File: config.mk
export PLATFORM = sky130hd
export DESIGN_NAME = lcd_wr_seq
export DESIGN_NICKNAME = d
export VERILOG_FILES = /design/src/rtl/lcd_wr_seq_pkg.sv /design/src/rtl/lcd_wr_seq_timer.sv /design/src/rtl/lcd_wr_seq_ctrl.sv /design/src/rtl/lcd_wr_seq_pins.sv /design/src/rtl/lcd_wr_seq.sv
export SDC_FILE = /design/constraint.sdc
export NUM_CORES = 1
export LEC_CHECK = 0
export BUFFER_PORTS_ARGS = -buffer_cell sky130_fd_sc_hd__buf_2
export CAP_MARGIN = 15
export CELL_PAD_IN_SITES_DETAIL_PLACEMENT = 1
export CELL_PAD_IN_SITES_GLOBAL_PLACEMENT = 1
export CORE_UTILIZATION = 25
export DETAILED_ROUTE_END_ITERATION = 8
export PLACE_DENSITY_LB_ADDON = 0.1
export SLEW_MARGIN = 10
export SYNTH_ARGS = -nofsm -noshare
export SYNTH_HDL_FRONTEND = slang
export SYNTH_SLANG_ARGS = --single-unit
File: constraint.sdc
create_clock -name clk -period 2.7 [get_ports clk]
set_input_delay 0.135 -clock clk [delete_from_list [all_inputs] [get_ports clk]]
set_output_delay 0.135 -clock clk [all_outputs]
set_load 0.005 [all_outputs]
File: src/rtl/lcd_wr_seq_pkg.sv
package lcd_wr_seq_pkg;
    localparam int TIME_W = 4;

    typedef enum logic [2:0] {
        PH_IDLE  = 3'd0,
        PH_ADDR  = 3'd1,
        PH_CSSET = 3'd2,
        PH_STRB  = 3'd3,
        PH_HOLD  = 3'd4
    } phase_e;

    typedef struct packed {
        logic [TIME_W-1:0] addr_setup;
        logic [TIME_W-1:0] cs_to_we;
        logic [TIME_W-1:0] we_width;
        logic [TIME_W-1:0] we_to_cs;
    } timing_t;
endpackage

File: src/rtl/lcd_wr_seq_timer.sv
module lcd_wr_seq_timer #(
    parameter int CNT_W = 4
) (
    input  logic             clk,
    input  logic             rst,
    input  logic             load,
    input  logic [CNT_W-1:0] load_val,
    output logic             done
);
    typedef struct packed {
        logic [CNT_W-1:0] cnt;
    } tmr_t;

    tmr_t st_d, st_q;

    always_comb begin
        st_d = st_q;
        if (load) begin
            st_d.cnt = load_val;
        end else if (st_q.cnt != '0) begin
            st_d.cnt = st_q.cnt - 1'b1;
        end
    end

    always_ff @(posedge clk) begin
        if (rst) begin
            st_q <= '0;
        end else begin
            st_q <= st_d;
        end
    end

    assign done = (st_q.cnt == '0);
endmodule

File: src/rtl/lcd_wr_seq_ctrl.sv
module lcd_wr_seq_ctrl
    import lcd_wr_seq_pkg::*;
#(
    parameter int ADDR_W = 16,
    parameter int DATA_W = 16
) (
    input  logic              clk,
    input  logic              rst,
    input  logic              req_valid,
    input  logic [ADDR_W-1:0] req_addr,
    input  logic [DATA_W-1:0] req_data,
    input  timing_t           cfg_in,
    input  logic              phase_done,
    output logic              tmr_load,
    output logic [TIME_W-1:0] tmr_val,
    output phase_e            phase_d_o,
    output phase_e            phase_q_o,
    output logic [ADDR_W-1:0] addr_q_o,
    output logic [DATA_W-1:0] data_q_o
);
    typedef struct packed {
        phase_e            phase;
        timing_t           cfg;
        logic [ADDR_W-1:0] addr;
        logic [DATA_W-1:0] data;
    } ctrl_t;

    ctrl_t st_d, st_q;

    always_comb begin
        st_d     = st_q;
        tmr_load = 1'b0;
        tmr_val  = '0;
        unique case (st_q.phase)
            PH_IDLE: begin
                if (req_valid) begin
                    st_d.phase = PH_ADDR;
                    st_d.cfg   = cfg_in;
                    st_d.addr  = req_addr;
                    st_d.data  = req_data;
                    tmr_load   = 1'b1;
                    tmr_val    = cfg_in.addr_setup;
                end
            end
            PH_ADDR: begin
                if (phase_done) begin
                    st_d.phase = PH_CSSET;
                    tmr_load   = 1'b1;
                    tmr_val    = st_q.cfg.cs_to_we;
                end
            end
            PH_CSSET: begin
                if (phase_done) begin
                    st_d.phase = PH_STRB;
                    tmr_load   = 1'b1;
                    tmr_val    = st_q.cfg.we_width;
                end
            end
            PH_STRB: begin
                if (phase_done) begin
                    st_d.phase = PH_HOLD;
                    tmr_load   = 1'b1;
                    tmr_val    = st_q.cfg.we_to_cs;
                end
            end
            PH_HOLD: begin
                if (phase_done) begin
                    st_d.phase = PH_IDLE;
                end
            end
            default: st_d.phase = PH_IDLE;
        endcase
    end

    always_ff @(posedge clk) begin
        if (rst) begin
            st_q <= '{phase: PH_IDLE, cfg: '0, addr: '0, data: '0};
        end else begin
            st_q <= st_d;
        end
    end

    assign phase_d_o = st_d.phase;
    assign phase_q_o = st_q.phase;
    assign addr_q_o  = st_q.addr;
    assign data_q_o  = st_q.data;
endmodule

File: src/rtl/lcd_wr_seq_pins.sv
module lcd_wr_seq_pins
    import lcd_wr_seq_pkg::*;
#(
    parameter int DATA_W = 16
) (
    input  logic              clk,
    input  logic              rst,
    input  phase_e            phase_nxt,
    input  logic [DATA_W-1:0] wdata,
    output logic              cs_n,
    output logic              we_n,
    output logic [DATA_W-1:0] data
);
    typedef struct packed {
        logic              cs_n;
        logic              we_n;
        logic [DATA_W-1:0] data;
    } pin_t;

    pin_t st_d, st_q;

    always_comb begin
        st_d.cs_n = !(phase_nxt == PH_CSSET || phase_nxt == PH_STRB ||
                      phase_nxt == PH_HOLD);
        st_d.we_n = (phase_nxt != PH_STRB);
        st_d.data = (phase_nxt == PH_STRB || phase_nxt == PH_HOLD) ? wdata : '0;
    end

    always_ff @(posedge clk) begin
        if (rst) begin
            st_q <= '{cs_n: 1'b1, we_n: 1'b1, data: '0};
        end else begin
            st_q <= st_d;
        end
    end

    assign cs_n = st_q.cs_n;
    assign we_n = st_q.we_n;
    assign data = st_q.data;
endmodule

File: src/rtl/lcd_wr_seq.sv
module lcd_wr_seq
    import lcd_wr_seq_pkg::*;
#(
    parameter int ADDR_W = 16,
    parameter int DATA_W = 16
) (
    input  logic              clk,
    input  logic              rst,
    input  logic              req_valid,
    output logic              req_ready,
    input  logic [ADDR_W-1:0] req_addr,
    input  logic [DATA_W-1:0] req_data,
    input  logic [TIME_W-1:0] cfg_addr_setup,
    input  logic [TIME_W-1:0] cfg_cs_to_we,
    input  logic [TIME_W-1:0] cfg_we_width,
    input  logic [TIME_W-1:0] cfg_we_to_cs,
    output logic [ADDR_W-1:0] bus_addr,
    output logic              bus_cs_n,
    output logic              bus_we_n,
    output logic [DATA_W-1:0] bus_data,
    output logic              busy
);
    timing_t           cfg_in;
    logic              phase_done;
    logic              tmr_load;
    logic [TIME_W-1:0] tmr_val;
    phase_e            phase_d;
    phase_e            phase_q;
    logic [DATA_W-1:0] data_q;

    assign cfg_in = '{addr_setup: cfg_addr_setup, cs_to_we: cfg_cs_to_we,
                      we_width: cfg_we_width, we_to_cs: cfg_we_to_cs};

    lcd_wr_seq_ctrl #(.ADDR_W(ADDR_W), .DATA_W(DATA_W)) u_ctrl (
        .clk        (clk),
        .rst        (rst),
        .req_valid  (req_valid),
        .req_addr   (req_addr),
        .req_data   (req_data),
        .cfg_in     (cfg_in),
        .phase_done (phase_done),
        .tmr_load   (tmr_load),
        .tmr_val    (tmr_val),
        .phase_d_o  (phase_d),
        .phase_q_o  (phase_q),
        .addr_q_o   (bus_addr),
        .data_q_o   (data_q)
    );

    lcd_wr_seq_timer #(.CNT_W(TIME_W)) u_timer (
        .clk      (clk),
        .rst      (rst),
        .load     (tmr_load),
        .load_val (tmr_val),
        .done     (phase_done)
    );

    lcd_wr_seq_pins #(.DATA_W(DATA_W)) u_pins (
        .clk       (clk),
        .rst       (rst),
        .phase_nxt (phase_d),
        .wdata     (data_q),
        .cs_n      (bus_cs_n),
        .we_n      (bus_we_n),
        .data      (bus_data)
    );

    assign req_ready = (phase_q == PH_IDLE);
    assign busy      = (phase_q != PH_IDLE);
endmodule

---- Word level (Yosys, flattened, before mapping) ----
Index checks and enable logic that the tools add are counted.
storage, ports and cells
  bits in registers ....................... 73
  logic and storage cells ................. 49
  bits of input ports ..................... 51
  output and inout port bits .............. 36
cells by class
  bitwise operators ....................... 1
  eq/ne operators ......................... 8
  reductions and logical operators ........ 12
  multiplexer cells ....................... 16
  add/sub/neg operators ................... 1
operators with widths
  operator                                           count
  two-way mux 51 bit                                 1
  two-way mux 4 bit                                  6
  one-hot mux 4 bit (4 select lines)                 1
  one-hot mux 3 bit (5 select lines)                 1
  == test 3 x 2 -> 1 bit (second input constant)     4
  two-way mux 3 bit                                  4
  == test 3 bit (second input constant)              2
  logical NOT 4 bit                                  1
  nonzero test 4 bit                                 1
  subtractor 4 x 1 -> 4 bit (second input constant)  1
  == test 3 x 1 -> 1 bit (second input constant)     1
  logical NOT 3 bit                                  1
  logical OR 1 bit                                   3
  != test 3 x 2 -> 1 bit (second input constant)     1
  nonzero test 3 bit                                 1
  OR reduction 3 bit                                 1
  two-way mux 1 bit                                  2
  one-hot mux 1 bit (2 select lines)                 1
  AND reduction 2 bit                                1
  nonzero test 2 bit                                 1
  OR reduction 2 bit                                 1
  logical NOT 1 bit                                  1
  inverter 1 bit                                     1

---- Logic depth before layout (Yosys ltp) ----
  depth after elaboration ................. 7
  mapped depth ............................ 7
  gate-level depth less buffers ........... 6

---- Modules after synthesis ----
From an unflattened synthesis, not the netlist that was laid out.
unflattened totals
  cells, all modules ...................... 350
  area total of the unflattened synthesis .. 2,991.6 um^2
modules (own cells, without submodules)
  module            sequential area each (um^2)  cells each  instances  area an instance (um^2)
  lcd_wr_seq_ctrl   940.9                        265         1          2,105.8
  lcd_wr_seq_pins   360.3                        59          1          645.6
  lcd_wr_seq_timer  80.1                         24          1          229.0
  lcd_wr_seq        0.0                          2           1          11.3

---- Least setup slack after synthesis ----
No wires, ideal clock.
  path kind ............................... register to register
  start point ............................. register u_timer.st_q[0] (netlist bit)
  end point ............................... register u_pins.st_q, in the netlist u_pins.data[10]
  required time ........................... 2.585 ns
  cell stages (with the launch flop) ...... 8
  buffers on the path ..................... 1
  clock period less this slack ............ 1.611 ns
  data arrival time ....................... 1.496 ns
  setup time .............................. 0.115 ns
  setup slack ............................. 1.089 ns
  cell sequence ........................... dfxtp_1 inv_1 ha_1 nor3b_4 nand3b_1 a21oi_2 buf_4 and2_1
on the way
  word-level cells in the longest chain between the ends .. 7
  elaborated cells on any way between the ends .. 11
  classes of those cells .................. eq/ne (2); mux (5); bitwise (1); reduce/logical (3)
ends and longest elaborated chain
  what                                                     RTL line                text
  from (decl)                                              lcd_wr_seq_timer.sv:14  tmr_t st_d, st_q;
  from (signal assigned)                                   lcd_wr_seq_timer.sv:29  st_q <= st_d;
  logical NOT 4 bit (*)                                    lcd_wr_seq_timer.sv:33  assign done = (st_q.cnt == '0);
  two-way mux 3 bit, on equally long branches              --
  one-hot mux 3 bit (5 select lines) (*)                   lcd_wr_seq_ctrl.sv:34   unique case (st_q.phase)
  == test 3 x 2 -> 1 bit or == test 3 bit (tied branches)  lcd_wr_seq_pins.sv:26   st_d.data = (phase_nxt == PH_STRB || phase_nxt == PH_HOLD) ? wdata : '0;
  logical OR 1 bit (*)                                     lcd_wr_seq_pins.sv:26
  inverter 1 bit (no source line) (*)                      --
  OR reduction 2 bit (no source line) (*)                  --
  to (signal assigned)                                     lcd_wr_seq_pins.sv:31   st_q <= '{cs_n: 1'b1, we_n: 1'b1, data: '0};
  to (signal assigned)                                     lcd_wr_seq_pins.sv:33   st_q <= st_d;
  to (decl)                                                lcd_wr_seq_pins.sv:20   pin_t st_d, st_q;
Mark *: on every way between the ends. The rest lies on a longest branch, timed or not.
A chain may end at the register's enable or synchronous reset.

---- Worst setup path after layout ----
  start point ............................. register u_ctrl.st_q, in the netlist u_ctrl.phase_q_o[0]
  end point ............................... register u_ctrl.st_q, in the netlist u_ctrl.data_q_o[4]
on the way
  word-level cells in the longest chain between the ends .. 2
ends and longest elaborated chain
  what                                  RTL line               text
  from (decl)                           lcd_wr_seq_ctrl.sv:28  ctrl_t st_d, st_q;
  from (signal assigned)                lcd_wr_seq_ctrl.sv:77  st_q <= '{phase: PH_IDLE, cfg: '0, addr: '0, data: '0};
  from (signal assigned)                lcd_wr_seq_ctrl.sv:79  st_q <= st_d;
  logical NOT 3 bit                     lcd_wr_seq_ctrl.sv:34
  AND reduction 2 bit (no source line)  --
Every way passes these cells.

==> impl_metrics.env <==
export IMPL_start_util=0.259
export IMPL_placementRows=37
export IMPL_peakVddDrop_mv=0.246
export IMPL_cap_violations=0
export IMPL_fillCellCount=1268
export IMPL_worstSetupPathType="flop to flop"
export IMPL_fp_dieW_um=106
export IMPL_ys_warn_count=0
export IMPL_fin_crit_sh=0.755
export IMPL_clk_latency_ns=0.35
export IMPL_die_area_mm2=0.0112
export IMPL_cp_start_kind="flop"
export IMPL_finalSetupViolations=0
export IMPL_p_leak_nw=1.45
export IMPL_async_flop_share=0
export IMPL_syn_avg_cell_area_um2=8.60
export IMPL_drtAntennaViolNets=0
export IMPL_drc=0
export IMPL_worstSetupEndpointType="flop"
export IMPL_ff_latch_area_mm2=0.00138
export IMPL_hold_violations=0
export IMPL_port_buffers=86
export IMPL_synth_area_mm2=0.00270
export IMPL_core_mm2=0.0104
export IMPL_drive_gt1_frac=0.313
export IMPL_p_per_area_mw_per_mm2=908
export IMPL_clock_skew_ns=0.0105
export IMPL_io_pins=87
export IMPL_htreeDepth=3
export IMPL_cts_repair_resized=0
export IMPL_status="finished clean"
export IMPL_grt_usage=0.124
export IMPL_drt_iter0_drc=57
export IMPL_slowest_delay_ns=0.95
export IMPL_pre_cts_ws_ns=0.640
export IMPL_grt_util_met3=0.0362
export IMPL_gr_usage_met1=0.159
export IMPL_clk_pin_slew_ns=0.08
export IMPL_layout_nets=434
export IMPL_crit_path_top_delay_cell="or4b_2"
export IMPL_firstDrtPassIters=4
export IMPL_finalPower_w=0.00304
export IMPL_yosysUniqueCellTypes=37
export IMPL_cp_required_ns=2.91
export IMPL_antenna_found_initial=0
export IMPL_setup_tns_ns=0
export IMPL_cts_buffers_inserted=9
export IMPL_critical_path_arrival_ns=2.25
export IMPL_postSynthCellCount=314
export IMPL_cts_tree="built"
export IMPL_maxSlewHeadroom=0.598
export IMPL_viasPerCell=4.33
export IMPL_grt_most_used_layer="met2"
export IMPL_wl_per_cell_um=12.7
export IMPL_path_max_fanout=18
export IMPL_clock_sinks=69
export IMPL_synth_flop_cell="dfxtp_1"
export IMPL_crit_chain="or4b_2 > buf_4 > nand2_1 > a21oi_1"
export IMPL_setup_ws_ns=0.661
export IMPL_grt_pass1_vias=2191
export IMPL_antenna_cells=0
export IMPL_placed_cell_area_mm2=0.00313
export IMPL_final_cell_area_mm2=0.00335
export IMPL_die_h_um=106
export IMPL_area_growth_pct=24.0
export IMPL_synth_seq_cells=69
export IMPL_synth_edf_count=0
export IMPL_drt_total_wl_um=6660
export IMPL_vias=2263
export IMPL_grt_pass1_wl_um=10600
export IMPL_syn_num_nets=366
export IMPL_crit_buf_inv=1
export IMPL_grt_max_degree=41
export IMPL_routabilityCongestion=0.729
export IMPL_grt_ovfl_total=0
export IMPL_cts_root_buffer="clkbuf_8"
export IMPL_min_path_type="primary input to flop"
export IMPL_cts_path_max_buffers=2
export IMPL_fmax_mhz=490
export IMPL_period_needed_ns=2.04
export IMPL_holdWs_ns=0.0189
export IMPL_dp_hpwl_um=4590
export IMPL_seq_area_frac_synth=0.512
export IMPL_tightest_slew_ns=0.603
export IMPL_slew_violations=0
export IMPL_grtUsageMet2=0.190
export IMPL_path_delay_family="simple AND/OR/NAND/NOR gates"
export IMPL_multiInputGateArea_mm2=0.00109
export IMPL_rsz0062_at_grt="no"
## Yosys cell counts, types with 2 or more instances
master / instances / area [µm²]
buf_2: 7 / 35.0
o21ai_2: 2 / 17.5
nand2_1: 92 / 345
and2_1: 16 / 100
mux2_2: 5 / 56.3
buf_4: 20 / 150
o22ai_1: 2 / 12.5
a21oi_1: 47 / 235
nor2b_1: 2 / 12.5
nor4b_2: 2 / 30.0
nor2_1: 4 / 15.0
clkbuf_1: 9 / 33.8
dfxtp_1: 69 / 1380
inv_1: 5 / 18.8
a221oi_1: 2 / 17.5
nand3_1: 2 / 10.0
a22o_1: 3 / 26.3
nor3_1: 6 / 30.0
## flip-flops by register name (all words and copies together), names as in the netlist
| register | flops |
|---|---|
| u_ctrl.data_q_o | 16 |
| u_pins.we_n | 1 |
| u_pins.data | 16 |
| u_pins.cs_n | 1 |
| u_ctrl.addr_q_o | 16 |
| u_timer.st_q | 4 |
| u_ctrl.st_q | 12 |
| u_ctrl.phase_q_o | 3 |
## kinds of logic after synthesis
logic type / count (synthesis) / share of synthesized area
AND/OR/NAND/NOR: 131 / 0.227
buffers and inverters: 41 / 0.0880
AO/OA/AOI/OAI: 65 / 0.142
multiplexers: 5 / 0.0209
flip-flops: 69 / 0.512
XOR/XNOR: 2 / 0.00649
adder cells (fa/ha/maj): 1 / 0.00463
## per-layer routing
layer,vias to the layer above,wire (µm)
li1,1154,-
met5,-,0
met1,1047,3250
met3,9,281
met2,53,3020
met4,0,107
## power breakdown
part	internal (W)	switching (W)	leakage, nW
clock	0.000448	0.000402	0.0943
combinational	0.000386	0.000494	0.795
sequential	0.00117	0.000135	0.564
## cell usage in the layout (no fill, tap or decap), drive strengths merged
master	count
nand2b	1
and4bb	1
a32oi	1
a22oi	1
inv	5
o21ai	3
a221oi	2
buf	91
o311a	1
clkinv	2
nand3	2
o21a	1
and2b	1
ha	1
clkinvlp	3
nor2b	2
nor2	4
o22ai	2
a22o	3
nand2	92
or4b	1
xnor2	1
bufinv	1
nor3	6
a31oi	1
nand3b	1
nor3b	1
xor2	1
a211oi	1
mux2	5
and2	16
clkbuf	10
dlygate4sd3	2
a21o	1
a21oi	48
or3	1
dfxtp	69
nor4b	2
## worst register-to-register path, stage by stage (launching register included)
cell and delay, ns:
dfxtp_1 0.49, or4b_2 0.95, buf_4 0.31, nand2_1 0.10
a21oi_1 0.06
## cell type report
class / instances / share of cell area
tap: 136 / 0.0508
timing repair buffer: 93 / 0.146
inverter: 5 / 0.00561
clock buffer: 10 / 0.0411
clock inverter: 6 / 0.0187
sequential: 69 / 0.413
multi-input combinational: 204 / 0.325
## final timing paths
path	startpoint	end	slack (ns)	cells after the start
worst max-delay path	u_ctrl.phase_q_o[0]	u_ctrl.data_q_o[4]	0.66	4
worst min-delay path	req_addr[3]	u_ctrl.addr_q_o[3]	0.02	3
worst max register to register	u_ctrl.phase_q_o[0]	u_ctrl.data_q_o[4]	0.66	4
worst min register to register	u_ctrl.data_q_o[6]	u_pins.data[6]	0.45	1
## through the flow
| step | util | cells |
|---|---|---|
| 3_3_place_gp | 0.300 | 505 |
| 2_1_floorplan | - | 314 |
| 6_report | 0.321 | 523 |
| 3_5_place_dp | 0.300 | 505 |
| 5_1_grt | 0.321 | 523 |
| 4_1_cts | 0.321 | 523 |
## repair_timing
item,in CTS,in global routing
buffers inserted,0,0
hold buffers,2,0
hold endpoints to repair,2,0
Note: power is estimated with default switching activity, not from simulation.
